`config.mk`:
```
export PLATFORM = sky130hd
export DESIGN_NAME = uart_rx_status
export DESIGN_NICKNAME = d
export VERILOG_FILES = /design/src/rtl/uart_rx_status_pkg.sv /design/src/rtl/uart_rx_classify.sv /design/src/rtl/uart_rx_status_reg.sv /design/src/rtl/uart_rx_buffer.sv /design/src/rtl/uart_rx_status.sv
export SDC_FILE = /design/constraint.sdc
export NUM_CORES = 1
export LEC_CHECK = 0
export BUFFER_PORTS_ARGS = -buffer_cell sky130_fd_sc_hd__clkbuf_2
export CAP_MARGIN = 25
export CORE_UTILIZATION = 40
export CTS_CLUSTER_SIZE = 14
export DETAILED_ROUTE_END_ITERATION = 16
export GPL_TIMING_DRIVEN = 0
export HOLD_SLACK_MARGIN = 0.06
export PLACE_DENSITY = 0.67
export SETUP_SLACK_MARGIN = 0.1
export SYNTH_ARGS = -nofsm -noshare
export SYNTH_HDL_FRONTEND = slang
export SYNTH_SLANG_ARGS = --single-unit
```
`constraint.sdc`:
```
create_clock -name clk -period 2.5 [get_ports clk]
set_clock_uncertainty 0.05 [all_clocks]
set_input_delay 0.75 -clock clk [delete_from_list [all_inputs] [get_ports clk]]
set_output_delay 0.75 -clock clk [all_outputs]
set_load 0.01 [all_outputs]
```
`src/rtl/uart_rx_status_pkg.sv`:
```
package uart_rx_status_pkg;

    localparam int STAT_W  = 8;
    localparam int ERR_N   = 4;
    localparam int ERR_LSB = 4;
    localparam int B_FE    = 7;
    localparam int B_PE    = 6;
    localparam int B_OE    = 5;
    localparam int B_BRK   = 4;
    localparam int B_EIE   = 3;
    localparam int B_WIE   = 2;
    localparam int B_WAKE  = 1;
    localparam int B_ERR   = 0;

    // errs[3]=framing, [2]=parity, [1]=overrun, [0]=break (mirrors bits 7..4)
    typedef struct packed {
        logic             valid;
        logic [ERR_N-1:0] errs;
        logic             any_err;
        logic             accept;
        logic             raise;
        logic             is_addr;
    } rx_evt_t;

    // Priority: hardware set, then hardware clear, then software write.
    function automatic logic flag_next(input logic q, input logic hw_set,
                                       input logic hw_clr, input logic sw_wr,
                                       input logic sw_val);
        if (hw_set)      return 1'b1;
        else if (hw_clr) return 1'b0;
        else if (sw_wr)  return sw_val;
        else             return q;
    endfunction

endpackage

```
`src/rtl/uart_rx_classify.sv`:
```
module uart_rx_classify
    import uart_rx_status_pkg::*;
(
    input  logic    char_done,
    input  logic    stop_low,
    input  logic    par_bad,
    input  logic    brk_seen,
    input  logic    is_addr,
    input  logic    par_en,
    input  logic    buf_full,
    input  logic    buf_rd,
    input  logic    eie,
    input  logic    wie,
    output rx_evt_t evt
);
    logic [ERR_N-1:0] raw;

    always_comb begin
        raw[3] = stop_low;
        raw[2] = par_bad & par_en;
        raw[1] = buf_full & ~buf_rd;
        raw[0] = brk_seen;
        evt.valid   = char_done;
        evt.is_addr = is_addr;
        evt.errs    = char_done ? raw : '0;
        evt.any_err = |evt.errs;
        evt.accept  = char_done & (~evt.any_err | eie);
        evt.raise   = evt.accept & (~wie | is_addr);
    end
endmodule

```
`src/rtl/uart_rx_status_reg.sv`:
```
module uart_rx_status_reg
    import uart_rx_status_pkg::*;
(
    input  logic              clk,
    input  logic              rst,
    input  rx_evt_t           evt,
    input  logic              buf_rd,
    input  logic              sw_wr,
    input  logic [STAT_W-1:0] sw_data,
    output logic [STAT_W-1:0] stat_q
);
    for (genvar i = 0; i < ERR_N; i++) begin : g_err
        always_ff @(posedge clk) begin
            if (rst) stat_q[ERR_LSB+i] <= 1'b0;
            else     stat_q[ERR_LSB+i] <= flag_next(stat_q[ERR_LSB+i], evt.errs[i],
                                                    1'b0, sw_wr, sw_data[ERR_LSB+i]);
        end
    end

    always_ff @(posedge clk) begin
        if (rst) begin
            stat_q[B_EIE:B_ERR] <= '0;
        end else begin
            stat_q[B_EIE]  <= flag_next(stat_q[B_EIE], 1'b0, 1'b0, sw_wr, sw_data[B_EIE]);
            stat_q[B_WIE]  <= flag_next(stat_q[B_WIE], 1'b0, 1'b0, sw_wr, sw_data[B_WIE]);
            stat_q[B_WAKE] <= flag_next(stat_q[B_WAKE], evt.valid & evt.is_addr,
                                        evt.valid & ~evt.is_addr, sw_wr, sw_data[B_WAKE]);
            stat_q[B_ERR]  <= flag_next(stat_q[B_ERR], evt.any_err, buf_rd,
                                        sw_wr, sw_data[B_ERR]);
        end
    end

    p_sticky_r6: assert property (@(posedge clk) disable iff (rst)
        (stat_q[B_FE] && !sw_wr) |=> stat_q[B_FE]);
endmodule

```
`src/rtl/uart_rx_buffer.sv`:
```
module uart_rx_buffer
    import uart_rx_status_pkg::*;
#(
    parameter int DATA_W = 8
) (
    input  logic              clk,
    input  logic              rst,
    input  rx_evt_t           evt,
    input  logic [DATA_W-1:0] char_data,
    input  logic              buf_rd,
    output logic [DATA_W-1:0] data_q,
    output logic              full_q,
    output logic              flag_q
);
    always_ff @(posedge clk) begin
        if (rst) begin
            data_q <= '0;
            full_q <= 1'b0;
            flag_q <= 1'b0;
        end else begin
            if (evt.accept) data_q <= char_data;
            full_q <= flag_next(full_q, evt.accept, buf_rd, 1'b0, 1'b0);
            flag_q <= flag_next(flag_q, evt.raise, buf_rd, 1'b0, 1'b0);
        end
    end

    p_full_r4: assert property (@(posedge clk) disable iff (rst)
        flag_q |-> full_q);
endmodule

```
`src/rtl/uart_rx_status.sv`:
```
module uart_rx_status
    import uart_rx_status_pkg::*;
#(
    parameter int DATA_W = 8
) (
    input  logic              clk,
    input  logic              rst,
    input  logic              char_done,
    input  logic [DATA_W-1:0] char_data,
    input  logic              stop_low,
    input  logic              par_bad,
    input  logic              brk_seen,
    input  logic              is_addr,
    input  logic              par_en,
    input  logic              reg_sel,
    input  logic              reg_wr,
    input  logic [7:0]        reg_wdata,
    input  logic              buf_rd,
    input  logic              irq_en,
    output logic [7:0]        reg_rdata,
    output logic              rx_flag,
    output logic              rx_irq
);
    rx_evt_t           evt;
    logic [STAT_W-1:0] stat;
    logic [STAT_W-1:0] stat_view;
    logic [DATA_W-1:0] buf_data;
    logic              buf_full;
    logic              sw_wr;

    assign sw_wr = reg_wr & ~reg_sel;

    uart_rx_classify u_cls (
        .char_done (char_done),
        .stop_low  (stop_low),
        .par_bad   (par_bad),
        .brk_seen  (brk_seen),
        .is_addr   (is_addr),
        .par_en    (par_en),
        .buf_full  (buf_full),
        .buf_rd    (buf_rd),
        .eie       (stat[B_EIE]),
        .wie       (stat[B_WIE]),
        .evt       (evt)
    );

    uart_rx_status_reg u_stat (
        .clk     (clk),
        .rst     (rst),
        .evt     (evt),
        .buf_rd  (buf_rd),
        .sw_wr   (sw_wr),
        .sw_data (reg_wdata),
        .stat_q  (stat)
    );

    uart_rx_buffer #(.DATA_W(DATA_W)) u_buf (
        .clk       (clk),
        .rst       (rst),
        .evt       (evt),
        .char_data (char_data),
        .buf_rd    (buf_rd),
        .data_q    (buf_data),
        .full_q    (buf_full),
        .flag_q    (rx_flag)
    );

    always_comb begin
        stat_view       = stat;
        stat_view[B_PE] = stat[B_PE] & par_en;
        reg_rdata       = reg_sel ? STAT_W'(buf_data) : stat_view;
    end

    assign rx_irq = rx_flag & irq_en;

    p_fe_set_r2: assert property (@(posedge clk) disable iff (rst)
        (char_done && stop_low) |=> stat[B_FE]);
    p_ovr_set_r4: assert property (@(posedge clk) disable iff (rst)
        (char_done && buf_full && !buf_rd) |=> stat[B_OE]);
    p_reject_r7: assert property (@(posedge clk) disable iff (rst)
        (char_done && (stop_low || brk_seen) && !stat[B_EIE]) |=> (buf_data == $past(buf_data)));
    p_wake_only_r8: assert property (@(posedge clk) disable iff (rst)
        (char_done && stat[B_WIE] && !is_addr && !rx_flag) |=> !rx_flag);
    p_wake_kind_r9: assert property (@(posedge clk) disable iff (rst)
        char_done |=> (stat[B_WAKE] == $past(is_addr)));
    p_sum_set_r10: assert property (@(posedge clk) disable iff (rst)
        (char_done && (stop_low || brk_seen)) |=> stat[B_ERR]);
    p_rd_clr_r12: assert property (@(posedge clk) disable iff (rst)
        (buf_rd && !char_done) |=> !rx_flag);
endmodule

```
* After elaboration in Yosys (flattened, before gate mapping)
Cells that the tools add are included.
** Storage, ports and cells
- Register bits :: 18
- Input port bits :: 28
- Logic and storage cells :: 54
** Operators by class
- Muxes and demuxes :: 19
- Bitwise operators :: 16
- Reduce and logical (&&, ||, !) cells :: 9
** Operator list (number)
- 1-bit two-way mux :: 17
- 2-bit nonzero test :: 6
- 1-bit AND :: 9
- 8-bit two-way mux :: 1
- 3-bit nonzero test :: 2
- 1-bit inverter :: 5
- 4-bit two-way mux :: 1
- 4-bit OR reduction :: 1
- 1-bit bitwise OR :: 2

* Logic depth before layout (Yosys ltp)
Gate-level depths: netlist of the first run.
- Word-level depth :: 9
- Depth in mapped cells :: 6
- Depth with buffers taken out :: 4

* By module
A second synthesis of the first run with hierarchy kept.
** Second synthesis, totals
- Cells, all modules :: 95
- Area total of the unflattened synthesis :: 932.1 um^2
** By module, submodules not included
- uart_rx_buffer :: instances 1, cells each 34, area each 356.6 um^2
- uart_rx_status_reg :: instances 1, cells each 33, area each 335.3 um^2
- uart_rx_status :: instances 1, cells each 13, area each 143.9 um^2
- uart_rx_classify :: instances 1, cells each 15, area each 96.3 um^2

* Worst setup path after synthesis of the first run
Ideal clock, no wire load.
- Kind :: input -> output
- Start point :: in reg_sel
- End point :: out reg_rdata[0]
- Arrival :: 1.295 ns
- Setup slack :: 0.405 ns
- Cell stages on the path :: 2
- Cells stage by stage :: buf_2 > mux2_2
** On the way
- Cells in the longest elaborated chain, start to end :: 1
** RTL lines
- from (decl) :: RTL line uart_rx_status.sv:15 : input logic reg_sel,
- 8-bit two-way mux :: RTL line uart_rx_status.sv:71 : reg_rdata = reg_sel ? STAT_W'(buf_data) : stat_view;
- to (decl) :: RTL line uart_rx_status.sv:20 : output logic [7:0] reg_rdata,
No other way between the ends.

* Worst setup path in the final report of the first run
- Start point :: in reg_sel
- End point :: out reg_rdata[4]
The elaborated chain is that of the path after synthesis.

==> results of run 1 <==
repair_timing:
item                                    4_1_cts  5_1_grt
endpoints found under the setup margin        0        1
gates resized for setup                       0        1
buffers inserted                              0        0
worst paths after layout:
kind | from | to | slack (ns) | depth (start not counted)
min | u_stat.stat_q[2] | u_stat.stat_q[2] | 0.43 | 2
max reg2reg | u_buf.full_q | u_buf.data_q[6] | 1.20 | 5
min reg2reg | u_stat.stat_q[2] | u_stat.stat_q[2] | 0.43 | 2
max | reg_sel | reg_rdata[4] | 0.18 | 4
layout by cell type (no fill, tap or decap):
master / Yosys / layout
nand2b_1: 1 / 1
nand2_1: 21 / 21
a21oi_1: 5 / 5
buf_2: 2 / 1
nand3_1: 1 / 1
clkbuf_8: 0 / 1
clkbuf_1: 2 / 2
mux2_2: 7 / 7
a211oi_1: 1 / 1
nor2b_4: 1 / 1
nor2_1: 10 / 10
or2b_1: 1 / 1
buf_6: 2 / 2
clkbuf_2: 0 / 35
nand3b_1: 1 / 1
a32oi_2: 1 / 1
mux2i_1: 9 / 9
dfxtp_1: 18 / 18
a2bb2oi_1: 1 / 1
o21ai_0: 1 / 1
o31ai_1: 1 / 1
a31oi_1: 4 / 4
a21o_1: 1 / 1
clkbuf_4: 0 / 4
and2_1: 1 / 1
nor2b_1: 2 / 2
metal layers:
layer	global-route usage (%)	share of wire (%)	wire length [µm]	vias up
met1	23.4	48	892	354
met5	0	0	0	-
met2	27.3	44	802	37
met4	12.8	1.2	22	0
li1	-	-	-	399
met3	3.77	6.7	124	2
metrics by stage:
stage	hold WS, ns	utilization, %	worst slack [ns]
after global placement	0.403	53.3	0.144
after detailed placement	0.411	53.3	0.145
after global routing	0.448	55.2	0.133
final	0.426	55.2	0.180
after CTS	0.426	55.1	0.140
after floorplan	0.392	-	0.405
kinds of logic (layout without fill, tap and decap cells):
family	after synthesis	count (layout)	synth area share, %
buf+inv	6	45	4.73
flops	18	18	42.5
simple gates	39	39	20.7
compound gates	15	15	12.1
mux	16	16	19.9
area by class of cell:
cell class,count,area (µm²)
tap,27,33.8
clock buffer,4,36.3
buffer,6,42.5
fill,203,887
timing repair buffer,35,175
sequential,18,360
multi-input combinational,70,447
registers in the layout, summed over array words and instances (netlist names):
name / cells
u_buf.data_q: 8
u_stat.stat_q: 8
u_buf.flag_q: 1
u_buf.full_q: 1
critical path, delay by kind of cell:
| kind | cells | cell delay (ns) |
|---|---|---|
| buf+inv | 3 | 0.42 |
| mux | 1 | 0.35 |
report_power, final:
part	switching [µW]	total [µW]	internal (µW)
clock	91.6	180	88.6
sequential	7.98	310	302
combinational	49.8	103	53.3
total	149	594	444
==> impl_metrics.toml, run 1 <==
[sta]
rsz0062_at_grt = "false"
hold_viol = 0
period_share_pct = 92.8
fmax_ghz = 0.431
drv_slew = 0
fin_tns_setup_ns = 0
worst_pin_slew_ns = 0.462
period_minus_slack_ns = 2.32
finalSetupViolCount = 0
slew_headroom_pct = 69.2

[global_route]
grt_pass1_vias = 694
antenna_found_initial = 0
grt_start_max_net_pins = 11
grt_util_all_layers_pct = 18.3
grt_overflow = 0
grt_pass1_wl_um = 2840

[setup_path]
end_kind = "primary output"
cp_slowest_cell = "mux2_2"
critical_path_peak_fanout = 10
worst_ep_arrival_time_ns = 1.52
cp.required_ns = 1.70
start_kind = "input pin"
max_stage_delay_ns = 0.35
cpMostUsedCell = "clkbuf_2"
path_cells = "clkbuf_2 > clkbuf_4 > mux2_2 > clkbuf_2"
critical_path_class = "input pin to primary output"

[detailed_routing]
vias_per_cell = 4.95
firstDrtPassIters = 4
remaining_drc_errors = 0
wl_per_cell_um = 11.5
initialDrtViolationCount = 19
vias = 792
ant_nets = 0
wl_um = 1840

[layout]
area_growth_pct = 29.2
final_area_mm2 = 0.00109
drive_above_1_share_pct = 39.1
instances_no_fill = 160
nets = 162
num_antenna_cells = 0

[die]
boundaryPins = 38
die_h_um = 48.0
start_util_pct = 42.7
fp.dieW_um = 48.0
die-area_mm2 = 0.00231
core_area_mm2 = 0.00198
rows = 16

[cts]
tritoncts = "done"
clk_pin_slew_ns = 0.10
cts-root-buf = "clkbuf_4"
htree_levels = 1
cts_buffers = 3
cts_buffer_depth = 2
cts_sinks = 18
clk-insertion-delay-late_ns = 0.29
cts_hold_buffers = 0

[place]
postPlaceCellArea_mm2 = 0.00106
hpwl_um = 1420
dp.cells = 156
portBuffers = 35
gp_congestion = 0.749

[yosys]
synthTopCellsByCount = "nand2_1 (21), dfxtp_1 (18), nor2_1 (10), mux2i_1 (9), mux2_2 (7)"
async_flop_share_pct = 0
ys_seq_area_share_pct = 42.5
avgSynthCellArea_um2 = 9.01
synth_cells = 94
synth_nets = 122
synth_area_leaders = "dfxtp_1 (43%), mux2i_1 (11%), mux2_2 (9.3%), nand2_1 (9.3%), nor2_1 (4.4%)"
yosysTopAreaCell = "dfxtp_1"
netlist.area_leader.share_pct = 42.5
synth_seq_cells = 18
yosysWarnings = 0
synth_flop_cell = "dfxtp_1"
synth_area_um2 = 847
synth_most_common_cell = "nand2_1"
yosysUniqueCellTypes = 23
synth_edf_count = 0

[outcome]
status = "complete, no violations"

[power_and_ir_drop]
power_density_mw_per_mm2 = 542
p_leak_uw = 0.000547
p_total_uw = 594
irDropWorstVdd_v = 0.000271

[min_path]
min_path_type = "flop to flop"

[job]
drv_cap = 0
(Power assumes the default switching activity.)
==> inputs of run 2 (changes only) <==
Settings changed: CAP_MARGIN 25 to 30, PLACE_DENSITY 0.67 to 0.78.
==> run 2 against run 1 <==
Compared with the run above:
- maximum frequency down 0.23%
- global-route usage grew 0.54 points
- first-iteration DRC count is 37% lower
- core utilization did not move
- sequential share of layout area is the same
- critical path depth did not move
- flip-flop and latch count is the same
- final cell count did not move
- setup slack got worse by 0.0055 ns
- register-to-register slack gained 0.04 ns
- hold slack gained 0.0097 ns
==> impl_metrics.toml, run 2 (synthesis results as in run 1) <==
[outcome]
status = "complete, no violations"

[place]
portBuffers = 35
dp.cells = 156
postPlaceCellArea_mm2 = 0.00106
hpwl_um = 1490
gp_congestion = 0.759

[layout]
final_util_pct = 55.2
fillCellCount = 187
instances_no_fill = 160
final_cell_mix = "clkbuf_2 (35), nand2_1 (21), dfxtp_1 (18)"
drive_above_1_share_pct = 39.1
num_antenna_cells = 0
final_area_mm2 = 0.00109
final_common_cell = "clkbuf_2"
reg_top3 = "u_buf.data_q: 8 flops, u_stat.stat_q: 8 flops"
nets = 162
area_growth_pct = 29.2

[cts]
cts_hold_buffers = 0
cts_buffer_depth = 2
clk-insertion-delay-late_ns = 0.29
htree_levels = 1
cts_buffers = 3
post_cts_buffers = 0
clk_pin_slew_ns = 0.10
cts-root-buf = "clkbuf_4"
tritoncts = "done"
cts_sinks = 18
cts_resized = 0

[sta]
worst_pin_slew_ns = 0.490
slew_headroom_pct = 67.4
period_minus_slack_ns = 2.32
finalSetupViolCount = 0
fmax_ghz = 0.430
rsz0062_at_grt = "false"
period_share_pct = 93.0
drv_slew = 0
fin_tns_setup_ns = 0
hold_viol = 0

[setup_path]
critical_path_peak_fanout = 10
start_kind = "input pin"
worst_ep_arrival_time_ns = 1.52
end_kind = "primary output"
critical_path_class = "input pin to primary output"
cp.required_ns = 1.70

[die]
fp.dieW_um = 48.0
die-area_mm2 = 0.00231
core_area_mm2 = 0.00198
die_h_um = 48.0
start_util_pct = 42.7
boundaryPins = 38
rows = 16

[detailed_routing]
vias_per_cell = 4.94
ant_nets = 0
wl_um = 1920
firstDrtPassIters = 4
remaining_drc_errors = 0
initialDrtViolationCount = 12
vias = 791
wl_per_cell_um = 12.0

[global_route]
grt_overflow = 0
grt_start_max_net_pins = 11
grt_pass1_vias = 709
grt_pass1_wl_um = 2930
grt_util_all_layers_pct = 18.8
antenna_found_initial = 0

[min_path]
min_path_type = "flop to flop"

[job]
drv_cap = 0

[power_and_ir_drop]
p_total_uw = 592
p_leak_uw = 0.000547
power_density_mw_per_mm2 = 541
irDropWorstVdd_v = 0.000445
[run 2: layout make-up]
type	count	area [µm²]	share of cell area, %
plain buffers	6	42.5	3.89
clock buffers	4	36.3	3.31
multi-input cells	70	447	40.8
flip-flops and latches	18	360	32.9
well taps	27	33.8	3.09
repair buffers	35	175	16.0
[run 2: critical path, stage by stage]
cell and delay (ns):
clkbuf_2 0.09, clkbuf_4 0.20, mux2_2 0.36, clkbuf_2 0.13
[run 2: stage by stage]
| step | setup slack [ns] | hold slack [ns] |
|---|---|---|
| after floorplan | 0.405 | 0.392 |
| after global placement | 0.156 | 0.412 |
| after detailed placement | 0.138 | 0.416 |
| after CTS | 0.135 | 0.435 |
| after global routing | 0.133 | 0.449 |
| final | 0.175 | 0.435 |
[run 2: worst paths after layout]
| kind | startpoint | end | slack (ns) | cells past startpoint |
|---|---|---|---|---|
| worst min-delay path | u_stat.stat_q[4] | u_stat.stat_q[4] | 0.44 | 2 |
| worst max register to register | u_buf.full_q | u_buf.data_q[7] | 1.24 | 5 |
| worst max-delay path | reg_sel | reg_rdata[3] | 0.18 | 4 |
| worst min register to register | u_stat.stat_q[4] | u_stat.stat_q[4] | 0.44 | 2 |
[run 2: metal layers]
| layer | track usage (%) | share of wire [%] | wire length [µm] | up-vias |
|---|---|---|---|---|
| met1 | 20.0 | 43 | 829 | 359 |
| met5 | 0 | 0 | 0 | - |
| met3 | 6.79 | 6.4 | 123 | 2 |
| met2 | 36.5 | 50 | 956 | 32 |
| met4 | 1.67 | 0.31 | 6 | 0 |
| li1 | - | - | - | 398 |
[run 2: power breakdown]
group / total (µW) / switching (µW) / internal, µW / leakage [µW]
logic: 104 / 50.6 / 53.3 / 0.000378
registers: 311 / 8.18 / 302 / 0.000147
clock network: 177 / 88.7 / 88.7 / 0.0000210
